--- config.mk ---
export PLATFORM = sky130hd
export DESIGN_NAME = dbg_guard_top
export DESIGN_NICKNAME = d
export VERILOG_FILES = /design/src/rtl/dbg_guard_pkg.sv /design/src/rtl/dbg_lock_ctrl.sv /design/src/rtl/dbg_cmp_bank.sv /design/src/rtl/dbg_pin_mux.sv /design/src/rtl/dbg_guard_top.sv
export SDC_FILE = /design/constraint.sdc
export NUM_CORES = 1
export LEC_CHECK = 0
export BUFFER_PORTS_ARGS = -buffer_cell sky130_fd_sc_hd__buf_2
export CAP_MARGIN = 20
export CORE_ASPECT_RATIO = 1.75
export CORE_UTILIZATION = 28
export CTS_CLUSTER_DIAMETER = 60
export DETAILED_ROUTE_END_ITERATION = 12
export SKIP_LAST_GASP = 1
export SYNTH_ARGS = -nofsm -noshare
export SYNTH_HDL_FRONTEND = slang
export SYNTH_SLANG_ARGS = --single-unit
export TNS_END_PERCENT = 5
--- constraint.sdc ---
create_clock -name clk -period 6.27 [get_ports clk]
set_input_delay 1.5675 -clock clk [delete_from_list [all_inputs] [get_ports clk]]
set_output_delay 1.5675 -clock clk [all_outputs]
set_load 0.01 [all_outputs]
--- src/rtl/dbg_guard_pkg.sv ---
package dbg_guard_pkg;

    localparam int ADDR_W   = 32;
    localparam int DATA_W   = 32;
    localparam int SEL_W    = 4;
    localparam int NUM_BP   = 4;
    localparam int NUM_WP   = 2;
    localparam int NUM_CMP  = NUM_BP + NUM_WP;
    localparam int IDX_W    = $clog2(NUM_CMP);
    localparam int ENA_USED = NUM_BP + 2 * NUM_WP;

    localparam logic [SEL_W-1:0] SEL_CTRL    = SEL_W'(0);
    localparam logic [SEL_W-1:0] SEL_ENA     = SEL_W'(1);
    localparam int               SEL_BP_BASE = 2;
    localparam int               SEL_WP_BASE = SEL_BP_BASE + NUM_BP;

    localparam int CTRL_LOCK_BIT = 0;
    localparam int CTRL_GPIO_BIT = 1;

    typedef struct packed {
        logic              we;
        logic [SEL_W-1:0]  sel;
        logic [DATA_W-1:0] data;
    } cfg_wr_t;

    typedef struct packed {
        logic              valid;
        logic [ADDR_W-1:0] addr;
    } fetch_t;

    typedef struct packed {
        logic              valid;
        logic              wr;
        logic [ADDR_W-1:0] addr;
    } dacc_t;

    typedef struct packed {
        logic rd;
        logic wr;
    } wp_mode_t;

    // Lowest set bit wins; returns 0 for an empty vector.
    function automatic logic [IDX_W-1:0] lowest_hit(input logic [NUM_CMP-1:0] v);
        logic [IDX_W-1:0] r;
        r = '0;
        for (int i = NUM_CMP - 1; i >= 0; i--) begin
            if (v[i]) r = IDX_W'(i);
        end
        return r;
    endfunction

endpackage

--- src/rtl/dbg_lock_ctrl.sv ---
module dbg_lock_ctrl
    import dbg_guard_pkg::*;
(
    input  logic    clk,
    input  logic    rst,
    input  logic    nv_lock_i,
    input  logic    erase_done_i,
    input  cfg_wr_t cfg_i,
    output logic    lock_o,
    output logic    gpio_req_o
);

    logic lock_q;
    logic gpio_q;
    logic ctrl_wr;

    assign ctrl_wr = cfg_i.we && (cfg_i.sel == SEL_CTRL);

    // Sticky lock: firmware can only set it, erase only clears it.
    always_ff @(posedge clk) begin
        if (rst) begin
            lock_q <= nv_lock_i;
        end else if (erase_done_i) begin
            lock_q <= 1'b0;
        end else if (ctrl_wr && cfg_i.data[CTRL_LOCK_BIT]) begin
            lock_q <= 1'b1;
        end
    end

    always_ff @(posedge clk) begin
        if (rst) begin
            gpio_q <= 1'b0;
        end else if (ctrl_wr) begin
            gpio_q <= cfg_i.data[CTRL_GPIO_BIT];
        end
    end

    assign lock_o     = lock_q;
    assign gpio_req_o = gpio_q;

    AST_LOCK_STICKY: assert property (@(posedge clk) disable iff (rst)
        (lock_q && !erase_done_i) |=> lock_q);

    AST_ERASE_UNLOCKS: assert property (@(posedge clk) disable iff (rst)
        erase_done_i |=> !lock_q);

endmodule

--- src/rtl/dbg_cmp_bank.sv ---
module dbg_cmp_bank
    import dbg_guard_pkg::*;
(
    input  logic             clk,
    input  logic             rst,
    input  cfg_wr_t          cfg_i,
    input  fetch_t           fetch_i,
    input  dacc_t            dacc_i,
    input  logic             dbg_en_i,
    output logic             halt_o,
    output logic [IDX_W-1:0] hit_idx_o
);

    logic [ADDR_W-1:0]  bp_addr_q [NUM_BP];
    logic [ADDR_W-1:0]  wp_addr_q [NUM_WP];
    logic [NUM_BP-1:0]  bp_en_q;
    wp_mode_t           wp_mode_q [NUM_WP];
    logic [NUM_CMP-1:0] hit_vec;
    logic               any_hit;
    logic               take_hit;
    logic               halt_q;
    logic [IDX_W-1:0]   idx_q;
    logic               ena_wr;
    logic               unused_ena_bits;

    assign ena_wr          = cfg_i.we && (cfg_i.sel == SEL_ENA);
    assign unused_ena_bits = ^cfg_i.data[DATA_W-1:ENA_USED];

    always_ff @(posedge clk) begin
        if (rst) begin
            bp_en_q <= '0;
        end else if (ena_wr) begin
            bp_en_q <= cfg_i.data[NUM_BP-1:0];
        end
    end

    for (genvar k = 0; k < NUM_BP; k++) begin : g_bp
        localparam logic [SEL_W-1:0] MY_SEL = SEL_W'(SEL_BP_BASE + k);

        always_ff @(posedge clk) begin
            if (rst) begin
                bp_addr_q[k] <= '0;
            end else if (cfg_i.we && cfg_i.sel == MY_SEL) begin
                bp_addr_q[k] <= cfg_i.data[ADDR_W-1:0];
            end
        end

        assign hit_vec[k] = bp_en_q[k] && fetch_i.valid
                            && (fetch_i.addr == bp_addr_q[k]);
    end

    for (genvar j = 0; j < NUM_WP; j++) begin : g_wp
        localparam logic [SEL_W-1:0] MY_SEL = SEL_W'(SEL_WP_BASE + j);
        localparam int               RD_BIT = NUM_BP + 2 * j;
        localparam int               WR_BIT = NUM_BP + 2 * j + 1;
        logic dir_ok;

        always_ff @(posedge clk) begin
            if (rst) begin
                wp_addr_q[j] <= '0;
            end else if (cfg_i.we && cfg_i.sel == MY_SEL) begin
                wp_addr_q[j] <= cfg_i.data[ADDR_W-1:0];
            end
        end

        always_ff @(posedge clk) begin
            if (rst) begin
                wp_mode_q[j] <= '0;
            end else if (ena_wr) begin
                wp_mode_q[j].rd <= cfg_i.data[RD_BIT];
                wp_mode_q[j].wr <= cfg_i.data[WR_BIT];
            end
        end

        assign dir_ok = dacc_i.wr ? wp_mode_q[j].wr : wp_mode_q[j].rd;
        assign hit_vec[NUM_BP + j] = dir_ok && dacc_i.valid
                                     && (dacc_i.addr == wp_addr_q[j]);
    end

    assign any_hit  = |hit_vec;
    assign take_hit = any_hit && dbg_en_i;

    always_ff @(posedge clk) begin
        if (rst) begin
            halt_q <= 1'b0;
            idx_q  <= '0;
        end else begin
            halt_q <= take_hit;
            if (take_hit) begin
                idx_q <= lowest_hit(hit_vec);
            end
        end
    end

    assign halt_o    = halt_q;
    assign hit_idx_o = idx_q;

    AST_NO_HALT_WHEN_LOCKED: assert property (@(posedge clk) disable iff (rst)
        !dbg_en_i |=> !halt_q);

    AST_IDX_HELD: assert property (@(posedge clk) disable iff (rst)
        !halt_q |-> $stable(idx_q));

    AST_IDX_IN_RANGE: assert property (@(posedge clk) disable iff (rst)
        halt_q |-> (idx_q < IDX_W'(NUM_CMP)));

    AST_HALT_FROM_HIT: assert property (@(posedge clk) disable iff (rst)
        !any_hit |=> !halt_q);

endmodule

--- src/rtl/dbg_pin_mux.sv ---
module dbg_pin_mux (
    input  logic lock_i,
    input  logic gpio_req_i,
    output logic pin_gpio_o
);

    always_comb begin
        pin_gpio_o = lock_i | gpio_req_i;
    end

endmodule

--- src/rtl/dbg_guard_top.sv ---
module dbg_guard_top
    import dbg_guard_pkg::*;
(
    input  logic              clk,
    input  logic              rst,
    input  logic              nv_lock_i,
    input  logic              erase_done_i,
    input  logic              cfg_we_i,
    input  logic [SEL_W-1:0]  cfg_sel_i,
    input  logic [DATA_W-1:0] cfg_wdata_i,
    input  logic              fetch_valid_i,
    input  logic [ADDR_W-1:0] fetch_addr_i,
    input  logic              data_valid_i,
    input  logic [ADDR_W-1:0] data_addr_i,
    input  logic              data_wr_i,
    output logic              dbg_en_o,
    output logic              halt_o,
    output logic [IDX_W-1:0]  hit_idx_o,
    output logic              pin_gpio_o
);

    cfg_wr_t cfg;
    fetch_t  fetch;
    dacc_t   dacc;
    logic    lock;
    logic    gpio_req;

    assign cfg   = '{we: cfg_we_i, sel: cfg_sel_i, data: cfg_wdata_i};
    assign fetch = '{valid: fetch_valid_i, addr: fetch_addr_i};
    assign dacc  = '{valid: data_valid_i, wr: data_wr_i, addr: data_addr_i};

    dbg_lock_ctrl u_lock (
        .clk          (clk),
        .rst          (rst),
        .nv_lock_i    (nv_lock_i),
        .erase_done_i (erase_done_i),
        .cfg_i        (cfg),
        .lock_o       (lock),
        .gpio_req_o   (gpio_req)
    );

    assign dbg_en_o = ~lock;

    dbg_cmp_bank u_cmp (
        .clk       (clk),
        .rst       (rst),
        .cfg_i     (cfg),
        .fetch_i   (fetch),
        .dacc_i    (dacc),
        .dbg_en_i  (dbg_en_o),
        .halt_o    (halt_o),
        .hit_idx_o (hit_idx_o)
    );

    dbg_pin_mux u_pins (
        .lock_i     (lock),
        .gpio_req_i (gpio_req),
        .pin_gpio_o (pin_gpio_o)
    );

    AST_PINS_GPIO_WHEN_LOCKED: assert property (@(posedge clk) disable iff (rst)
        !dbg_en_o |-> pin_gpio_o);

endmodule

==> results.py, run 1 <==
metrics = {
    "outcome": {
        "outcome": "complete, no violations",
    },
    "layout": {
        "drive_gt1_share_pct": 17.3,
        "final_cell_mix": "197 x edfxtp_1, 196 x and2_1, 154 x xor2_1",
        "stdcell_area_um2": 12300,
        "final_common_cell": "edfxtp_1",
        "syn_to_final_growth_pct": 17.6,
        "nets": 1078,
    },
    "clocking": {
        "clock_latency_ns": 0.51,
        "cts_max_level": 1,
        "numClockSinks": 206,
        "ctsResizeCount": 0,
        "cts_buffers": 19,
        "cts.clk_slew.worst_paths_ns": 0.07,
        "hold_buffers": 0,
        "cts_buffer_depth": 3,
        "cts-root-buf": "clkbuf_16",
        "cts_tree": "done",
        "postCtsSetupBuffers": 0,
    },
    "synth": {
        "syn_avg_cell_area_um2": 12.3,
        "ys_types": 36,
        "yosys.area.top_type_share_pct": 56.8,
        "synthesis.instances": 846,
        "synth_compound_area_share_pct": 1.51,
        "yosys_warnings": 0,
        "synth-simple-area-share_pct": 22.8,
        "yosysTopAreaCell": "edfxtp_1",
        "synthAdderAreaFrac_pct": 0,
        "synth_xor_area_share_pct": 15.8,
        "synthArstFlopShare_pct": 0,
        "synth_area_leaders": "edfxtp_1 57%, xor2_1 13%, and2_1 12%",
        "synth_nets": 954,
        "synth-edff-count": 197,
        "yosysSeqAreaShare_pct": 58.5,
        "ys_ff_latch": 206,
        "syn_area_um2": 10400,
        "ys.flop_type": "edfxtp_1",
        "synthMuxAreaShare_pct": 0.396,
        "synth_top_family_by_area": "simple AND/OR/NAND/NOR gates",
    },
    "sta": {
        "finalSetupTns_ns": 0,
        "drv_slew": 0,
        "setup_violations": 0,
        "finClkSkew_ns": 0.0173,
        "fin_crit_sh_pct": 53.3,
        "hold_viol_final": 0,
        "clock.fmax_mhz": 299,
        "rsz0062_at_grt": "no",
        "worst_slew_pin_slew_ns": 1.11,
        "slew_headroom_pct": 25.2,
        "min_period_ns": 3.34,
    },
    "drt": {
        "dr.pass1.iters": 4,
        "drc_errors": 0,
        "routedWlPerCell_um": 25.4,
        "ant_nets": 0,
        "num_vias": 6999,
        "drt_iter0_markers": 468,
        "vias_per_cell": 4.80,
        "drt-total-wl_um": 37100,
    },
    "worst_setup_path": {
        "r2r-end": "u_cmp.hit_idx_o[2]",
        "critPathMaxStageDelay_ns": 0.95,
        "critical_path_class": "primary input to register",
        "r2r-start": "u_cmp.bp_addr_q[2][24]",
        "worstPathArrival_ns": 3.72,
        "cp-end-kind": "register",
        "slowest_stage": "nor4_1",
        "cp-start-kind": "primary input",
        "cp_cell_sequence": "buf_2 > xor2_1 > nor4_1 > nand2_1 > nor4_1 > a22o_1 > o21ai_0 > nor3b_1",
        "rr_worst_depth": 7,
        "crit_required_ns": 6.64,
        "reg2reg_slack_ns": 3.72,
        "worstPathMaxFanout": 4,
        "crit_top_cell": "nor4_1",
    },
    "floorplanning": {
        "fp.dieArea_um2": 38000,
        "core_area_um2": 36800,
        "fp.dieH_um": 257,
        "io_pins": 114,
        "die_x_um": 148,
        "start_util_pct": 28.3,
        "rows": 93,
    },
    "placement": {
        "place_congestion": 1.01,
        "dpl_cell_area_um2": 11700,
        "place_hpwl_um": 29500,
        "numPortBuffers": 113,
    },
    "grt": {
        "grt_overflow_total": 0,
        "grt_max_degree": 33,
        "grt_pass1_vias": 7453,
        "grt_first_pass_wirelength_um": 52200,
        "antenna_found_initial": 5,
        "track_usage_pct": 19.8,
    },
    "pwr": {
        "leakage_nw": 4.38,
        "ir_drop_mv": 0.143,
        "cellPowerDensity_nw_per_um2": 258,
        "power_mw": 3.16,
    },
    "hold_path": {
        "min_to": "u_lock.gpio_req_o",
        "hold_path_class": "register to register",
        "hold_depth": 2,
        "min_from": "u_lock.gpio_req_o",
    },
    "flow_run": {
        "maxCapViolCount": 0,
    },
}
[synthesized netlist by cell type, types with 2 or more instances]
master    number
edfxtp_1     197
and2_1       196
xor2_1       154
nor4_1        59
nor2_1        35
xnor2_1       34
nand4_1       30
clkbuf_1      22
nor3_1        18
nand3_1       16
nand2_1       11
dfxtp_1        9
o21ai_0        9
nand2b_1       8
inv_1          6
a22o_1         5
nand4b_1       5
a21oi_1        4
mux2i_1        3
nor2b_1        3
nor4b_1        3
a211o_1        2
o41ai_1        2
or3_1          2
or4_1          2
[flip-flops by register name (all words and copies together), names as in the netlist]
signal             count
u_cmp.hit_idx_o        3
u_cmp.wp_addr_q       64
u_cmp.bp_en_q          4
u_cmp.wp_mode_q        4
u_cmp.halt_o           1
u_lock.gpio_req_o      1
u_cmp.bp_addr_q      128
u_lock.lock_o          1
[critical path, delay by kind of cell]
kind,cells,cell delay (ns)
buffers and inverters,1,0.14
AND/OR/NAND/NOR,4,1.54
AO/OA/AOI/OAI,2,0.31
XOR/XNOR,1,0.16
[power breakdown]
part / total (mW) / internal, mW / switching (mW)
logic: 0.419 / 0.118 / 0.301
registers: 1.62 / 1.59 / 0.0378
clock network: 1.12 / 0.605 / 0.517
[metrics by stage]
stage	setup WS, ns	instances	hold slack, ns	utilization [%]
after global routing	2.77	1456	0.550	33.3
after global placement	2.47	1424	0.464	31.7
after floorplan	1.31	846	0.452	-
after detailed placement	2.50	1424	0.490	31.7
final	2.93	1459	0.504	33.3
after CTS	3.02	1456	0.509	33.3
[metal layers]
| metal | share of wire (%) | up-vias | GRT usage (%) |
|---|---|---|---|
| met3 | 3.9 | 88 | 2.59 |
| met1 | 31 | 3412 | 17.6 |
| li1 | - | 3269 | - |
| met4 | 8.5 | 6 | 15.7 |
| met2 | 57 | 224 | 39.1 |
| met5 | 0.081 | - | 0 |
[cells by family after synthesis]
family,after synthesis
AOI/OAI and AO/OA,24
xor gates and xnor gates,188
and+or+nand+nor,396
muxes,4
buffers and inverters,28
DFF,206
[area by class of cell]
cell class / count / area, um2
Clock inverter: 8 / 75.1
Fill cell: 3731 / 24500
Antenna cell: 3 / 7.51
Multi-Input combinational cell: 612 / 4310
Clock buffer: 24 / 494
Inverter: 6 / 22.5
Sequential cell: 206 / 6100
Tap cell: 475 / 594
Timing Repair Buffer: 125 / 656
[worst max-delay path by stage]
stage / slack [ns] / end / from / cells past startpoint
after floorplan: 1.31 / u_cmp.bp_addr_q[0][0] / cfg_sel_i[3] / 3
final: 2.93 / u_cmp.hit_idx_o[2] / fetch_addr_i[24] / 8
after global placement: 2.47 / u_cmp.hit_idx_o[1] / fetch_addr_i[27] / 8
after CTS: 3.02 / u_cmp.hit_idx_o[1] / fetch_addr_i[27] / 8
after detailed placement: 2.50 / u_cmp.hit_idx_o[1] / fetch_addr_i[27] / 8
after global routing: 2.77 / u_cmp.hit_idx_o[2] / fetch_addr_i[25] / 8
Power figures use the tool's default switching activity.
==> inputs of run 2 (changes only) <==
ABC_AREA = 1   (was unset)
clock period = 3.02 ns   (was 6.27 ns; I/O delays follow)
==> results.py, run 2 <==
metrics = {
    "outcome": {
        "outcome": "complete, no violations",
    },
    "pwr": {
        "combPwrFrac_pct": 11.6,
        "p_int_mw": 4.69,
        "power_mw": 6.37,
        "swShare_pct": 26.4,
        "leakage_nw": 5.48,
        "seqPwrFrac_pct": 53.1,
        "ir_drop_mv": 0.198,
        "pwr-share-clk_pct": 35.4,
        "p_switching_mw": 1.68,
        "cellPowerDensity_nw_per_um2": 518,
    },
    "clocking": {
        "cts_tree": "done",
        "postCtsSetupBuffers": 0,
        "ctsResizeCount": 0,
        "hold_buffers": 0,
        "numClockSinks": 206,
        "cts_buffer_depth": 3,
        "cts-root-buf": "clkbuf_16",
        "cts_max_level": 1,
        "cts_buffers": 19,
        "clock_latency_ns": 0.50,
        "cts.clk_slew.worst_paths_ns": 0.06,
    },
    "layout": {
        "top_register": "u_cmp.bp_addr_q",
        "reg.largest.list": "u_cmp.bp_addr_q: 128 flops, u_cmp.wp_addr_q: 64 flops",
        "nets": 1494,
        "final_cell_mix": "333 x nand2_1, 293 x nor2_1, 197 x edfxtp_1",
        "syn_to_final_growth_pct": 16.6,
        "final_common_cell": "nand2_1",
        "largest_register_ff_count": 128,
        "drive_gt1_share_pct": 13.8,
    },
    "synth": {
        "yosysSeqAreaShare_pct": 57.9,
        "yosys_warnings": 0,
        "syn_area_um2": 10500,
        "ys.flop_type": "edfxtp_1",
        "ys_types": 29,
        "synthArstFlopShare_pct": 0,
        "ys_ff_latch": 206,
        "yosysMostFrequentCell": "nand2_1",
        "synth_area_leaders": "edfxtp_1 56%, nand2_1 12%, nor2_1 10%",
        "synth_common_cells": "333 x nand2_1, 293 x nor2_1, 197 x edfxtp_1",
        "yosys.area.top_type_share_pct": 56.2,
        "syn_avg_cell_area_um2": 8.38,
        "synth-edff-count": 197,
        "yosysTopAreaCell": "edfxtp_1",
        "synthesis.instances": 1257,
        "synth_nets": 1365,
    },
    "sta": {
        "clock.fmax_mhz": 451,
        "slew_headroom_pct": 56.6,
        "finClkSkew_ns": 0.0109,
        "rsz0062_at_grt": "no",
        "min_period_ns": 2.22,
        "fin_crit_sh_pct": 73.5,
        "worst_slack_ns": 0.802,
        "finalSetupTns_ns": 0,
        "setup_violations": 0,
        "worst_slew_pin_slew_ns": 0.644,
        "drv_slew": 0,
        "hold_viol_final": 0,
    },
    "floorplanning": {
        "die_x_um": 149,
        "core_area_um2": 36900,
        "io_pins": 114,
        "start_util_pct": 28.6,
        "fp.dieArea_um2": 38400,
        "fp.dieH_um": 259,
        "rows": 93,
    },
    "grt": {
        "grt_first_pass_wirelength_um": 54000,
        "grt_max_degree": 33,
        "grt_pass1_vias": 8861,
        "track_usage_pct": 19.7,
        "antenna_found_initial": 6,
        "grt_overflow_total": 0,
    },
    "drt": {
        "drc_errors": 0,
        "drt_iter0_markers": 513,
        "drt-total-wl_um": 37000,
        "num_vias": 8682,
        "dr.pass1.iters": 5,
        "vias_per_cell": 4.63,
        "ant_nets": 0,
        "routedWlPerCell_um": 19.8,
    },
    "flow_run": {
        "maxCapViolCount": 0,
    },
    "worst_setup_path": {
        "worstPathMaxFanout": 5,
        "cp-start-kind": "primary input",
        "cp-end-kind": "register",
        "crit_required_ns": 3.41,
        "worstPathArrival_ns": 2.61,
        "critical_path_class": "primary input to register",
    },
    "placement": {
        "dp_slack_ns": 0.445,
        "place_congestion": 1.00,
        "numPortBuffers": 113,
        "place_hpwl_um": 28300,
    },
    "hold_path": {
        "hold_path_class": "register to register",
    },
}
## run 2: worst max-delay path, stage by stage
cell and delay (ns):
buf_2 0.14, inv_2 0.06, nand2_1 0.05, nand2_1 0.16, nor2_1 0.18, nand2_1 0.07, nor2_1 0.45, nand3_1 0.18
nor2_2 0.15, nor2_2 0.06, nand2_2 0.08, nand2_4 0.06, nand2_1 0.06, nand2_1 0.06, inv_2 0.05, nor2_2 0.03
## run 2: path summary, 6_finish.rpt
check / startpoint / slack (ns) / to / depth (start not counted)
worst max-delay path: fetch_addr_i[20] / 0.80 / u_cmp.hit_idx_o[0] / 16
worst max register to register: u_cmp.bp_addr_q[0][20] / 0.85 / u_cmp.hit_idx_o[0] / 14
worst min-delay path: u_lock.gpio_req_o / 0.47 / u_lock.gpio_req_o / 2
worst min register to register: u_lock.gpio_req_o / 0.47 / u_lock.gpio_req_o / 2
## run 2: kinds of logic after synthesis
| group | Yosys count | share of synthesized area [%] |
|---|---|---|
| xor gates and xnor gates | 35 | 2.91 |
| buffers and inverters | 217 | 7.81 |
| AOI/OAI and AO/OA | 99 | 4.89 |
| and+or+nand+nor | 700 | 26.5 |
| DFF | 206 | 57.9 |
## run 2: layout make-up
cell class                 instances  area, um2
tap                              475        594
clock buffer                      25        498
clock inverter                     8       45.0
sequential                       206       6100
timing repair buffer             128        691
fill                            3834      24600
inverter                         197        739
multi-input combinational        834       3610
antenna                            2       5.00
## run 2: routing by layer
metal | share of wire (%) | track usage (%) | up-vias
li1 | - | - | 4197
met1 | 33 | 18.6 | 4075
met2 | 54 | 37.7 | 277
met3 | 4.6 | 2.75 | 123
met4 | 8.2 | 14.8 | 10
met5 | 0.15 | 0 | -
## run 2: per-stage QoR
| step | hold WS (ns) | utilization [%] | std cells | cell area (um2) |
|---|---|---|---|---|
| 2_1_floorplan | 0.430 | - | 1257 | 10500 |
| 3_3_place_gp | 0.457 | 31.8 | 1840 | 11700 |
| 3_5_place_dp | 0.461 | 31.8 | 1840 | 11700 |
| 4_1_cts | 0.470 | 33.3 | 1873 | 12300 |
| 5_1_grt | 0.499 | 33.3 | 1873 | 12300 |
| 6_report | 0.465 | 33.3 | 1875 | 12300 |
## run 2: power groups by stage
stage,clock (mW),combinational [mW],sequential [mW]
5_1_grt,2.37,0.814,3.39
4_1_cts,2.28,0.742,3.38
6_report,2.25,0.737,3.38
3_5_place_dp,0,0.739,3.44
2_1_floorplan,0,0.395,3.41
3_3_place_gp,0,0.736,3.43
